[config.mk]
export PLATFORM = sky130hd
export DESIGN_NAME = cfg_booth_mul
export DESIGN_NICKNAME = d
export VERILOG_FILES = /design/src/rtl/cbm_pkg.sv /design/src/rtl/cbm_zero_detect.sv /design/src/rtl/cbm_booth_core.sv /design/src/rtl/cfg_booth_mul.sv
export SDC_FILE = /design/constraint.sdc
export NUM_CORES = 1
export LEC_CHECK = 0
export BUFFER_PORTS_ARGS = -buffer_cell sky130_fd_sc_hd__buf_4
export CAP_MARGIN = 15
export CORE_UTILIZATION = 48
export DETAILED_ROUTE_END_ITERATION = 6
export PLACE_DENSITY = 0.68
export SLEW_MARGIN = 20
export SYNTH_ARGS = -nofsm -noshare
export SYNTH_HDL_FRONTEND = slang
export SYNTH_SLANG_ARGS = --single-unit
[constraint.sdc]
create_clock -name clk -period 10.3 [get_ports clk]
set_input_delay 2.575 -clock clk [delete_from_list [all_inputs] [get_ports clk]]
set_output_delay 2.575 -clock clk [all_outputs]
set_load 0.005 [all_outputs]
[src/rtl/cbm_pkg.sv]
package cbm_pkg;

  typedef enum logic [1:0] {
    FORM_DUAL   = 2'b00,
    FORM_RSVD   = 2'b01,
    FORM_SINGLE = 2'b10,
    FORM_FULL   = 2'b11
  } form_e;

  // Sum of the sign-bit corrections of all rows, negated (two's complement).
  function automatic logic [63:0] booth_sign_const(input int w);
    logic [63:0] s;
    s = '0;
    for (int j = 0; j < w / 2; j++) begin
      s = s + (64'd1 << (w + 2 * j));
    end
    return -s;
  endfunction

endpackage

[src/rtl/cbm_zero_detect.sv]
module cbm_zero_detect #(
  parameter int FULL = 16,
  parameter int HALF = 8
) (
  input  logic [FULL-1:0] a,
  input  logic [FULL-1:0] b,
  input  logic            low_only,
  output logic            zero_hit
);

  logic a_zero, b_zero;

  always_comb begin
    if (low_only) begin
      a_zero = (a[HALF-1:0] == '0);
      b_zero = (b[HALF-1:0] == '0);
    end else begin
      a_zero = (a == '0);
      b_zero = (b == '0);
    end
    zero_hit = a_zero | b_zero;
  end

endmodule

[src/rtl/cbm_booth_core.sv]
module cbm_booth_core
  import cbm_pkg::*;
#(
  parameter int W = 16
) (
  input  logic [W-1:0]   a,
  input  logic [W-1:0]   b,
  input  logic           trunc,
  output logic [2*W-1:0] prod
);

  localparam int NPP = W / 2;
  localparam int PW  = 2 * W;
  localparam logic [63:0]   K64       = booth_sign_const(W);
  localparam logic [PW-1:0] SIGN_K    = K64[PW-1:0];
  localparam logic [PW-1:0] KEEP_MASK = {{(W+1){1'b1}}, {(W-1){1'b0}}};
  localparam logic [PW-1:0] ROUND     = {{W{1'b0}}, 1'b1, {(W-1){1'b0}}};

  logic [W:0]    bx;
  logic [PW-1:0] row  [NPP];
  logic [PW-1:0] nbit [NPP];

  assign bx = {b, 1'b0};

  for (genvar gj = 0; gj < NPP; gj++) begin : g_row
    logic [2:0] trip;
    logic [W:0] mag;
    logic [W:0] p;
    logic       neg;

    assign trip = bx[2*gj+2 : 2*gj];

    always_comb begin
      unique case (trip)
        3'b001, 3'b010: mag = {a[W-1], a};
        3'b101, 3'b110: mag = {a[W-1], a};
        3'b011, 3'b100: mag = {a, 1'b0};
        default:        mag = '0;
      endcase
      neg = trip[2] & ~(trip[1] & trip[0]);
      p   = neg ? ~mag : mag;
    end

    // Row value with one sign bit in place of a sign-extension run.
    assign row[gj]  = PW'({~p[W], p[W-1:0]}) << (2 * gj);
    assign nbit[gj] = PW'(neg) << (2 * gj);
  end

  logic [PW-1:0] mask;
  logic [PW-1:0] acc;

  always_comb begin
    mask = trunc ? KEEP_MASK : '1;
    acc  = SIGN_K & mask;
    for (int j = 0; j < NPP; j++) begin
      acc = acc + (row[j] & mask) + (nbit[j] & mask);
    end
    if (trunc) begin
      acc  = acc + ROUND;
      prod = {acc[PW-1:W], {W{1'b0}}};
    end else begin
      prod = acc;
    end
  end

endmodule

[src/rtl/cfg_booth_mul.sv]
module cfg_booth_mul
  import cbm_pkg::*;
#(
  parameter int HALF = 8
) (
  input  logic                clk,
  input  logic                rst,
  input  logic                in_valid,
  input  logic [2:0]          mode,
  input  logic [2*HALF-1:0]   op_a,
  input  logic [2*HALF-1:0]   op_b,
  output logic                out_valid,
  output logic [4*HALF-1:0]   product
);

  localparam int FULL  = 2 * HALF;
  localparam int PW    = 2 * FULL;
  localparam int LANES = 2;

  form_e form;
  logic  is_full, is_single, is_dual, trunc;

  always_comb begin
    form      = form_e'(mode[2:1]);
    is_full   = (form == FORM_FULL) || (form == FORM_RSVD);
    is_single = (form == FORM_SINGLE);
    is_dual   = (form == FORM_DUAL);
    trunc     = ~mode[0];
  end

  // 16x16 array, operands held at zero when another form is selected.
  logic [FULL-1:0] fa, fb;
  logic [PW-1:0]   full_p;

  assign fa = is_full ? op_a : '0;
  assign fb = is_full ? op_b : '0;

  cbm_booth_core #(.W(FULL)) u_full (
    .a(fa), .b(fb), .trunc(trunc), .prod(full_p)
  );

  // Byte lanes: lane 0 serves the single and dual forms, lane 1 only the dual form.
  logic [LANES-1:0] lane_en;
  logic [FULL-1:0]  lane_p [LANES];

  assign lane_en[0] = is_single | is_dual;
  assign lane_en[1] = is_dual;

  for (genvar gl = 0; gl < LANES; gl++) begin : g_lane
    logic [HALF-1:0] la, lb;
    assign la = lane_en[gl] ? op_a[gl*HALF +: HALF] : '0;
    assign lb = lane_en[gl] ? op_b[gl*HALF +: HALF] : '0;
    cbm_booth_core #(.W(HALF)) u_core (
      .a(la), .b(lb), .trunc(trunc), .prod(lane_p[gl])
    );
  end

  logic zero_hit;

  cbm_zero_detect #(.FULL(FULL), .HALF(HALF)) u_zero (
    .a(op_a), .b(op_b), .low_only(is_single), .zero_hit(zero_hit)
  );

  logic [PW-1:0] result;

  always_comb begin
    if (is_full)        result = full_p;
    else if (is_single) result = {{(PW-FULL){lane_p[0][FULL-1]}}, lane_p[0]};
    else                result = {lane_p[1], lane_p[0]};
  end

  always_ff @(posedge clk) begin
    if (rst) begin
      out_valid <= 1'b0;
      product   <= '0;
    end else begin
      out_valid <= in_valid;
      if (in_valid) product <= zero_hit ? '0 : result;
    end
  end

  // reset leaves the outputs cleared
  assert_reset_clear_R9: assert property (@(posedge clk) disable iff (rst)
    $past(rst) |-> (!out_valid && product == '0));

  // one-cycle valid latency
  assert_valid_latency_R8: assert property (@(posedge clk) disable iff (rst)
    !$past(rst) |-> (out_valid == $past(in_valid)));

  // no load without in_valid
  assert_hold_idle_R8: assert property (@(posedge clk) disable iff (rst)
    (!$past(rst) && !$past(in_valid)) |-> $stable(product));

  // zero operand forces a zero result
  assert_zero_shutdown_R7: assert property (@(posedge clk) disable iff (rst)
    (!$past(rst) && $past(in_valid) && $past(zero_hit)) |-> (product == '0));

  // truncated full-width product has an empty low half
  assert_trunc_low_R5: assert property (@(posedge clk) disable iff (rst)
    (!$past(rst) && $past(in_valid) && $past(trunc && is_full))
      |-> (product[FULL-1:0] == '0));

endmodule

# Word-level counts from Yosys, hierarchy flattened
# Index checks and enable logic that the tools add are counted.
# word_totals
inputBits	38
ff_bits	33
wordCells	315
out_inout_bits	33
# classes
bitwise	105
muxes	48
reduce_logical	35
eq_ne	90
addsub	35
# ops
op	count
$add A32 B32 Y32	15
$pmux W17 S2	8
$add A16 B16 Y16	14
$pmux W9 S2	8
$mux W17	8
$not A17 Y17	8
$mux W32	4
$eq A3 B3 Y1 const B	39
$eq A3 B2 Y1 const B	26
$mux W9	8
$not A9 Y9	8
$mux W16	4
$reduce_or A4 Y1	13
$eq A3 B1 Y1 const B	13
$add A16 B16 Y16 const A	2
$add A16 B8 Y16 const B	2
$add A32 B16 Y32 const B	1
$add A32 B32 Y32 const A	1
$and A1 B16 Y16	2
$and A1 B32 Y32	1
$and A11 B16 Y16	2
$and A11 B32 Y32	1
$and A13 B16 Y16	2
$and A13 B32 Y32	1
other kinds (32)	122

# Depth between registers and ports, before layout
# Gate-level depths: netlist of the first run.
# logic_depth
word_depth	30
mapped_depth	36
depth_no_buf	29

# By module
# From an unflattened synthesis of the first run, not the netlist that was laid out.
# unflattened
cells_unflattened	2061
hier_area_um2	15416.0
# by_module_without_submodules
module	cells_each	n_inst	area_each_um2
cbm_booth_core at u_full	1151	1	8481.9
cbm_booth_core at g_lane[1].u_core	322	1	2402.3
cbm_booth_core at g_lane[0].u_core	319	1	2361.0
cfg_booth_mul	254	1	2088.3
cbm_zero_detect	15	1	82.6

# Least setup slack after synthesis of the first run
# Ideal clock, no wire load.
# synth_path
path_kind	input to register
start	input port mode[1]
end	register product[29]
setup_time_ns	0.117
required_time_ns	10.183
arrival_time_ns	10.077
slack_ns	0.106
stages	36
cell_sequence	clkbuf_1 > clkbuf_1 > buf_1 > clkbuf_1 > clkbuf_1 > nand2_1 > ha_1 > buf_1 > clkbuf_1 > nand3_1 > xor2_1 > nand2_1 > fa_1 > inv_1 > fa_1 > fa_1 > inv_1 > fa_1 > inv_1 > ha_1 > buf_2 > nand2_1 > a21oi_1 > a211oi_2 > xor2_1 > inv_1 > ha_1 > nor2b_1 > nor3b_1 > o21ai_0 > o211ai_1 > nand4_2 > or3_1 > o21ai_0 > nand3_1 > a32o_1
# synth_between
elab_chain_cells	30
elab_cells_between_ends	305
classes_between	add/sub (35); eq/ne (90); mux (46); bitwise (103); reduce/logical (31)
# synth_lines
element	line	rtl
from (decl)	cfg_booth_mul.sv:9	input logic [2:0] mode,
$eq A2 B2 Y1 or $eq A2 B1 Y1 (tied branches)	cfg_booth_mul.sv:25	is_full = (form == FORM_FULL) || (form == FORM_RSVD);
$logic_or A1 B1 Y1	cfg_booth_mul.sv:25	
$mux W16	cfg_booth_mul.sv:36	assign fb = is_full ? op_b : '0;
$eq A2 B1 Y1 or $eq A2 B2 Y1 (tied branches)	cbm_booth_core.sv:34	unique case (trip)
$reduce_or A2 Y1 (no source line)	n/a	
$pmux W17 S2	cbm_booth_core.sv:34	
$not A17 Y17	cbm_booth_core.sv:41	p = neg ? ~mag : mag;
$mux W17	cbm_booth_core.sv:41	
$not A1 Y1	cbm_booth_core.sv:45	assign row[gj] = PW'({~p[W], p[W-1:0]}) << (2 * gj);
$and A17 B32 Y32	cbm_booth_core.sv:56	acc = acc + (row[j] & mask) + (nbit[j] & mask);
$add A32 B32 Y32 (16 in a row)	cbm_booth_core.sv:56	
$add A32 B16 Y32	cbm_booth_core.sv:59	acc = acc + ROUND;
$mux W32	cbm_booth_core.sv:58	if (trunc) begin
$mux W32	cfg_booth_mul.sv:67	if (is_full) result = full_p;
$mux W32 (*)	cfg_booth_mul.sv:78	if (in_valid) product <= zero_hit ? '0 : result;
to (signal assigned)	cfg_booth_mul.sv:78	
to (decl)	cfg_booth_mul.sv:13	output logic [4*HALF-1:0] product
# Mark *: on every way between the ends. The rest lies on a longest branch, timed or not.
# A chain may end at the register's enable or synchronous reset.

# Worst setup path after layout of the first run
# layout_path
start	input port op_b[5]
end	register product[29]
# layout_between
elab_chain_cells	24
elab_cells_between_ends	93
classes_between	add/sub (18); eq/ne (24); mux (16); bitwise (25); reduce/logical (10)
# layout_lines
element	line	rtl
from (decl)	cfg_booth_mul.sv:11	input logic [2*HALF-1:0] op_b,
$mux W16	cfg_booth_mul.sv:36	
$eq A3 B1 Y1, or another cell as far along	cbm_booth_core.sv:34	
$reduce_or A4 Y1 (no source line) or $reduce_or A2 Y1 (tied branches)	n/a	
$pmux W17 S2	cbm_booth_core.sv:34	
$not A17 Y17	cbm_booth_core.sv:41	
$mux W17	cbm_booth_core.sv:41	
$not A1 Y1	cbm_booth_core.sv:45	
$and A21 B32 Y32	cbm_booth_core.sv:56	
$add A32 B32 Y32 (12 in a row)	cbm_booth_core.sv:56	
$add A32 B16 Y32	cbm_booth_core.sv:59	
$mux W32	cbm_booth_core.sv:58	
$mux W32	cfg_booth_mul.sv:67	
$mux W32 (*)	cfg_booth_mul.sv:78	
# Marked as above.

==> results of run 1 <==
## report_power, final
part / switching, uW / total, uW / internal [uW]
Clock: 51.7 / 172 / 121
Sequential: 18.1 / 179 / 161
Combinational: 1860 / 3010 / 1150
Total: 1930 / 3360 / 1430
## tightest hold or removal path: stages (launching register included)
cell and delay, ps:
dfxtp_1 310, nand2_1 60, o21ai_1 50
## metal layers
layer  wire length, um  GRT usage  vias to the layer above  share of wire
li1                  -          -                     6094              -
met1             16800      0.364                     6178           0.41
met2             19400      0.500                      464           0.48
met3              2550     0.0291                      109          0.063
met4              1960      0.124                        0          0.048
met5                 0          0                        -              0
## kinds of logic after synthesis
logic type / share of synthesized area
adders and majority gates: 0.315
buffers and inverters: 0.0899
DFF: 0.0486
and+or+nand+nor: 0.188
AOI/OAI and AO/OA: 0.200
xor gates and xnor gates: 0.142
muxes: 0.0165
## flip-flops by register name (all words and copies together) (netlist names)
signal,cells
product,32
out_valid,1
## repair_timing
action	4_1_cts	5_1_grt
hold endpoints to repair	0	0
setup buffers	0	4
gates resized for setup	0	4
endpoints found under the setup margin	0	2
## final timing paths
check                                start                  endpoint  slack, ps  cells past startpoint
setup / recovery                   op_b[5]  product[29]$_SDFFE_PP0P_        550                     30
hold / removal    product[31]$_SDFFE_PP0P_  product[31]$_SDFFE_PP0P_        470                      2
setup reg to reg  product[28]$_SDFFE_PP0P_  product[28]$_SDFFE_PP0P_       9190                      3
hold reg to reg   product[31]$_SDFFE_PP0P_  product[31]$_SDFFE_PP0P_        470                      2
## per-stage QoR
step	hold slack, ps	area (um^2)	setup slack, ps	total power (uW)
3_3_place_gp	456	14200	440	3120
5_1_grt	494	14500	14.0	3690
2_1_floorplan	444	13600	106	2440
4_1_cts	474	14400	576	3340
3_5_place_dp	463	14200	289	3140
6_report	474	14500	550	3360
## cell usage in the layout (no fill, tap or decap), types with 11 or more instances in the layout
cell      count
o21ai_0      50
and2_1       12
dfxtp_1      33
xnor2_1     137
a21oi_1      84
nand3_1      33
o22ai_1      17
buf_4       103
fa_1        114
a22o_1       23
inv_1       167
xor2_1       79
nor3_1       28
nor2_1      182
ha_1        160
mux2_2       11
a221oi_1     14
o221ai_1     31
nand2_1     213
a21o_1       15
a22oi_1      70
nand4_1      16
nor2b_1      11
## area by class of cell
| class | instances | share of cell area |
|---|---|---|
| flip-flops and latches | 33 | 0.0457 |
| multi-input cells | 1463 | 0.810 |
| well taps | 378 | 0.0327 |
| clock buffers | 7 | 0.00986 |
| repair buffers | 104 | 0.0548 |
| clock inverters | 1 | 0.00208 |
| inverters | 171 | 0.0446 |
==> metrics.txt, run 1 <==
status=complete, but fails checks; violations in the final reports=design-rule violations; ANT nets after route=0; Worst Path Required=10470 ps; Syn Nets=2127; share of layout cells above drive strength 1=0.0905; vias in the first global route=12678; ys async rst share=0; critical path peak fanout=29; fin cells=2157; Final Hold Fails=0; global-route wire length before repair=66.0 mm; largest net degree at the start of global routing=56; Seq/Total Area, Yosys=0.0486; Initial Util=0.489; post-synth cell types=80; Post-synth EDFFs=0; cts hold-fix bufs=0; Initial DRC Count=1159; Fillers=2798; Buffers & Inverters on Critical Path=5; Avg Cell Area, Syn=7.49 um^2; Setup CP Type=primary input to register; Diodes inserted=0; area grow syn2layout=6.43%; GRT overflow=0; cell taking the most area after synthesis=fa_1; Clk Tree Root Cell=clkbuf_16; nets@finish=2090; actual slew at the worst max-slew pin=954 ps; multi-input logic area=0.0117 mm^2; CTS tree=yes; final setup violation count=0; Vias=12845; Hold WC Path Type=register to register; Tot GR Track Use=0.289; Post-Synthesis Cells=1815; pwr/cell area=232 mW/mm^2; worst-skew pair later-pin latency=270 ps; first-pass iteration count of the detailed router=7; Synth Flop Type=dfxtp_1; Die Height=170 um; Startpoint Class=primary input; placed cells=2145; port bufs=70; Final Core Density=0.521; setup_tns=0 ps; post-synth top area share=0.168; Fmax=103 MHz; HPWL Detailed=32.3 mm; Leak=0.00653 uW; Core Area=0.0278 mm^2; Worst setup EP type=register; Worst path max stage delay=570 ps; top cells by area, synth=fa_1 (17%), ha_1 (15%), xnor2_1 (8.8%); total die area=0.0290 mm^2; final wirelength=40.7 mm; CTS Buf Count=5; maxcap violations=0; Worst slew margin=0.361; TritonCTS Sinks=33; Max Buffers Root-to-Sink=2; top-count cell post-synth=nand2_1; Tmin final=9750 ps; Crit path top cell by count=fa_1; Worst path slowest cell=fa_1; placer congestion estimate=0.960; initial antenna violation count=0; sequential cell area=661 um^2; die width=170 um; Mapped Area=0.0136 mm^2; skew final=0 ps; I/O pin total=71; post-DR vias/cell=5.96; register bit count reported by yosys=33; WP data arrival=9920 ps; clock slew at reported path FFs=50 ps; CTS H-tree depth=2; worst vdd ir=0.194 mV; unrepaired setup endpoints after global routing=false; CP delay by family, top=adder cells; drt wl/cell=18.9 um; count of pins over their slew limit=0; Ys Warns=0; DR DRC count=2; Post-synth top cells=nand2_1 (214), nor2_1 (182), inv_1 (168); row count=61; period utilisation layout=0.947
Power figures use the tool's default switching activity.
==> run 2: changes to the inputs <==
--- a/config.mk
+++ b/config.mk
@@ -5,11 +5,12 @@
 export SDC_FILE = /design/constraint.sdc
 export NUM_CORES = 1
 export LEC_CHECK = 0
+export ABC_AREA = 1
 export BUFFER_PORTS_ARGS = -buffer_cell sky130_fd_sc_hd__buf_4
 export CAP_MARGIN = 15
 export CORE_UTILIZATION = 48
 export DETAILED_ROUTE_END_ITERATION = 6
-export PLACE_DENSITY = 0.68
+export PLACE_DENSITY = 0.67
 export SLEW_MARGIN = 20
 export SYNTH_ARGS = -nofsm -noshare
 export SYNTH_HDL_FRONTEND = slang
==> metrics.txt, run 2 <==
status=finished clean; Leak=0.00784 uW; global-route wire length before repair=81.1 mm; total die area=0.0303 mm^2; I/O pin total=71; placer congestion estimate=0.984; setup_tns=0 ps; Largest regs=product: 32 flops, out_valid: 1 flops; Worst path slowest cell=buf_4; period utilisation layout=0.864; R2R cell count=2; Seq/Total Area, Yosys=0.0464; row count=62; most frequent cells in the layout=nand2_1 (459), inv_1 (358), o22ai_1 (168), ha_1 (160), a21oi_1 (155); actual slew at the worst max-slew pin=1070 ps; PostCTS Resize Cnt=0; Setup CP Type=primary input to register; worst-skew pair later-pin latency=280 ps; Initial Util=0.492; HP Start=product[18]$_SDFFE_PP0P_; drt wl/cell=19.5 um; Post-synth EDFFs=0; pwr/cell area=288 mW/mm^2; Post-Synthesis Cells=2209; post-synth cell types=50; WHS Endpoint=product[18]$_SDFFE_PP0P_; DR DRC count=0; RR Startpoint=product[22]$_SDFFE_PP0P_; CTS Buf Count=5; Hold WC Path Type=register to register; HPWL Detailed=41.6 mm; post-synth top area share=0.160; Reg2Reg Setup Slack=9590 ps; Clk Tree Root Cell=clkbuf_16; most common cell after layout, fill and taps aside=nand2_1; Crit path top cell by count=nand2_1; number of flip-flops in the largest register=32; skew final=0 ps; Post-Place Worst Slack=1160 ps; Tot GR Track Use=0.342; setup bufs post-CTS=0; Fillers=3016; Worst Path Required=10450 ps; Synth Flop Type=dfxtp_1; Initial DRC Count=1577; critical path peak fanout=69; cell taking the most area after synthesis=fa_1; ANT nets after route=0; maxcap violations=0; final setup violation count=0; worst vdd ir=0.183 mV; Worst setup EP type=register; top cells by area, synth=fa_1 (16%), ha_1 (14%), nand2_1 (12%); Diodes inserted=0; top-count cell post-synth=nand2_1; clock slew at reported path FFs=60 ps; Final Hold Fails=0; Syn Nets=2521; final wirelength=51.1 mm; Mapped Area=0.0142 mm^2; port bufs=70; vias in the first global route=14987; Max Buffers Root-to-Sink=2; Die Height=174 um; die width=174 um; Worst slew margin=0.286; Ys Warns=0; Startpoint Class=primary input; Avg Cell Area, Syn=6.44 um^2; hold path cells=2; CTS tree=yes; ys async rst share=0; count of pins over their slew limit=0; TritonCTS Sinks=33; register bit count reported by yosys=33; Core Area=0.0289 mm^2; nets@finish=2543; GRT overflow=0; Final Core Density=0.528; CTS H-tree depth=2; WP data arrival=9050 ps; unrepaired setup endpoints after global routing=false; area grow syn2layout=7.42%; initial antenna violation count=1; Worst path max stage delay=570 ps; Largest Register=product; final worst setup slack=1400 ps; first-pass iteration count of the detailed router=6; Vias=15280; cts hold-fix bufs=0; post-DR vias/cell=5.84; Tmin final=8900 ps; share of layout cells above drive strength 1=0.0703; r2r endpoint=product[22]$_SDFFE_PP0P_; Post-synth top cells=nand2_1 (459), inv_1 (359), o22ai_1 (168); Fmax=112 MHz; largest net degree at the start of global routing=70
[run 2: where the power goes]
group	internal, uW	switching [uW]	leakage (uW)
logic	1400	2640	0.00748
clock network	121	55.9	0.0000841
registers	162	22.7	0.000271
total	1680	2720	0.00784
[run 2: worst max-delay path by stage]
stage             from  slack [ps]  depth (start not counted)                        to
2_1_floorplan  mode[1]        1650                         34  product[29]$_SDFFE_PP0P_
3_3_place_gp   mode[1]        1200                         30  product[29]$_SDFFE_PP0P_
3_5_place_dp   mode[1]        1160                         30  product[27]$_SDFFE_PP0P_
4_1_cts        mode[1]        1490                         30  product[27]$_SDFFE_PP0P_
5_1_grt        mode[1]         870                         29  product[29]$_SDFFE_PP0P_
6_report       mode[1]        1400                         30  product[29]$_SDFFE_PP0P_
[run 2: kinds of logic (layout without fill, tap and decap cells)]
group,after synthesis,after routing,synth area share
AOI/OAI and AO/OA,494,494,0.197
xor gates and xnor gates,136,136,0.0856
adders and majority gates,274,274,0.301
buffers and inverters,465,488,0.124
DFF,33,33,0.0464
muxes,3,3,0.00211
and+or+nand+nor,804,804,0.244
[run 2: final cells by class]
class	instances	area (um^2)	share of cell area
Clock inverter	1	30.0	0.00197
Inverter	387	1460	0.0954
Clock buffer	7	143	0.00934
Tap cell	384	480	0.0314
Sequential cell	33	661	0.0432
Multi-Input combinational cell	1711	11800	0.773
Timing Repair Buffer	93	698	0.0457
[run 2: metal layers]
layer | wire length [um] | part of all wire | global-route usage | vias up
met1 | 20600 | 0.40 | 0.425 | 7038
met3 | 4340 | 0.085 | 0.0606 | 166
li1 | - | - | - | 7331
met4 | 2700 | 0.053 | 0.158 | 2
met2 | 23500 | 0.46 | 0.575 | 743
met5 | 8 | 0.00016 | 0 | -
[run 2: stage by stage]
stage / power [uW] / hold WS, ps / instance area, um^2 / std cells
after floorplan: 3180 / 462 / 14200 / 2209
after global placement: 4170 / 457 / 15100 / 2608
after detailed placement: 4190 / 460 / 15100 / 2608
after CTS: 4400 / 469 / 15300 / 2616
after global routing: 4980 / 479 / 15300 / 2616
final: 4400 / 470 / 15300 / 2616
[run 2: critical path: cells and delay by family]
family	cells	cell delay [ps]
AOI/OAI and AO/OA	4	640
buffers and inverters	4	820
adders and majority gates	6	2610
and+or+nand+nor	16	2350
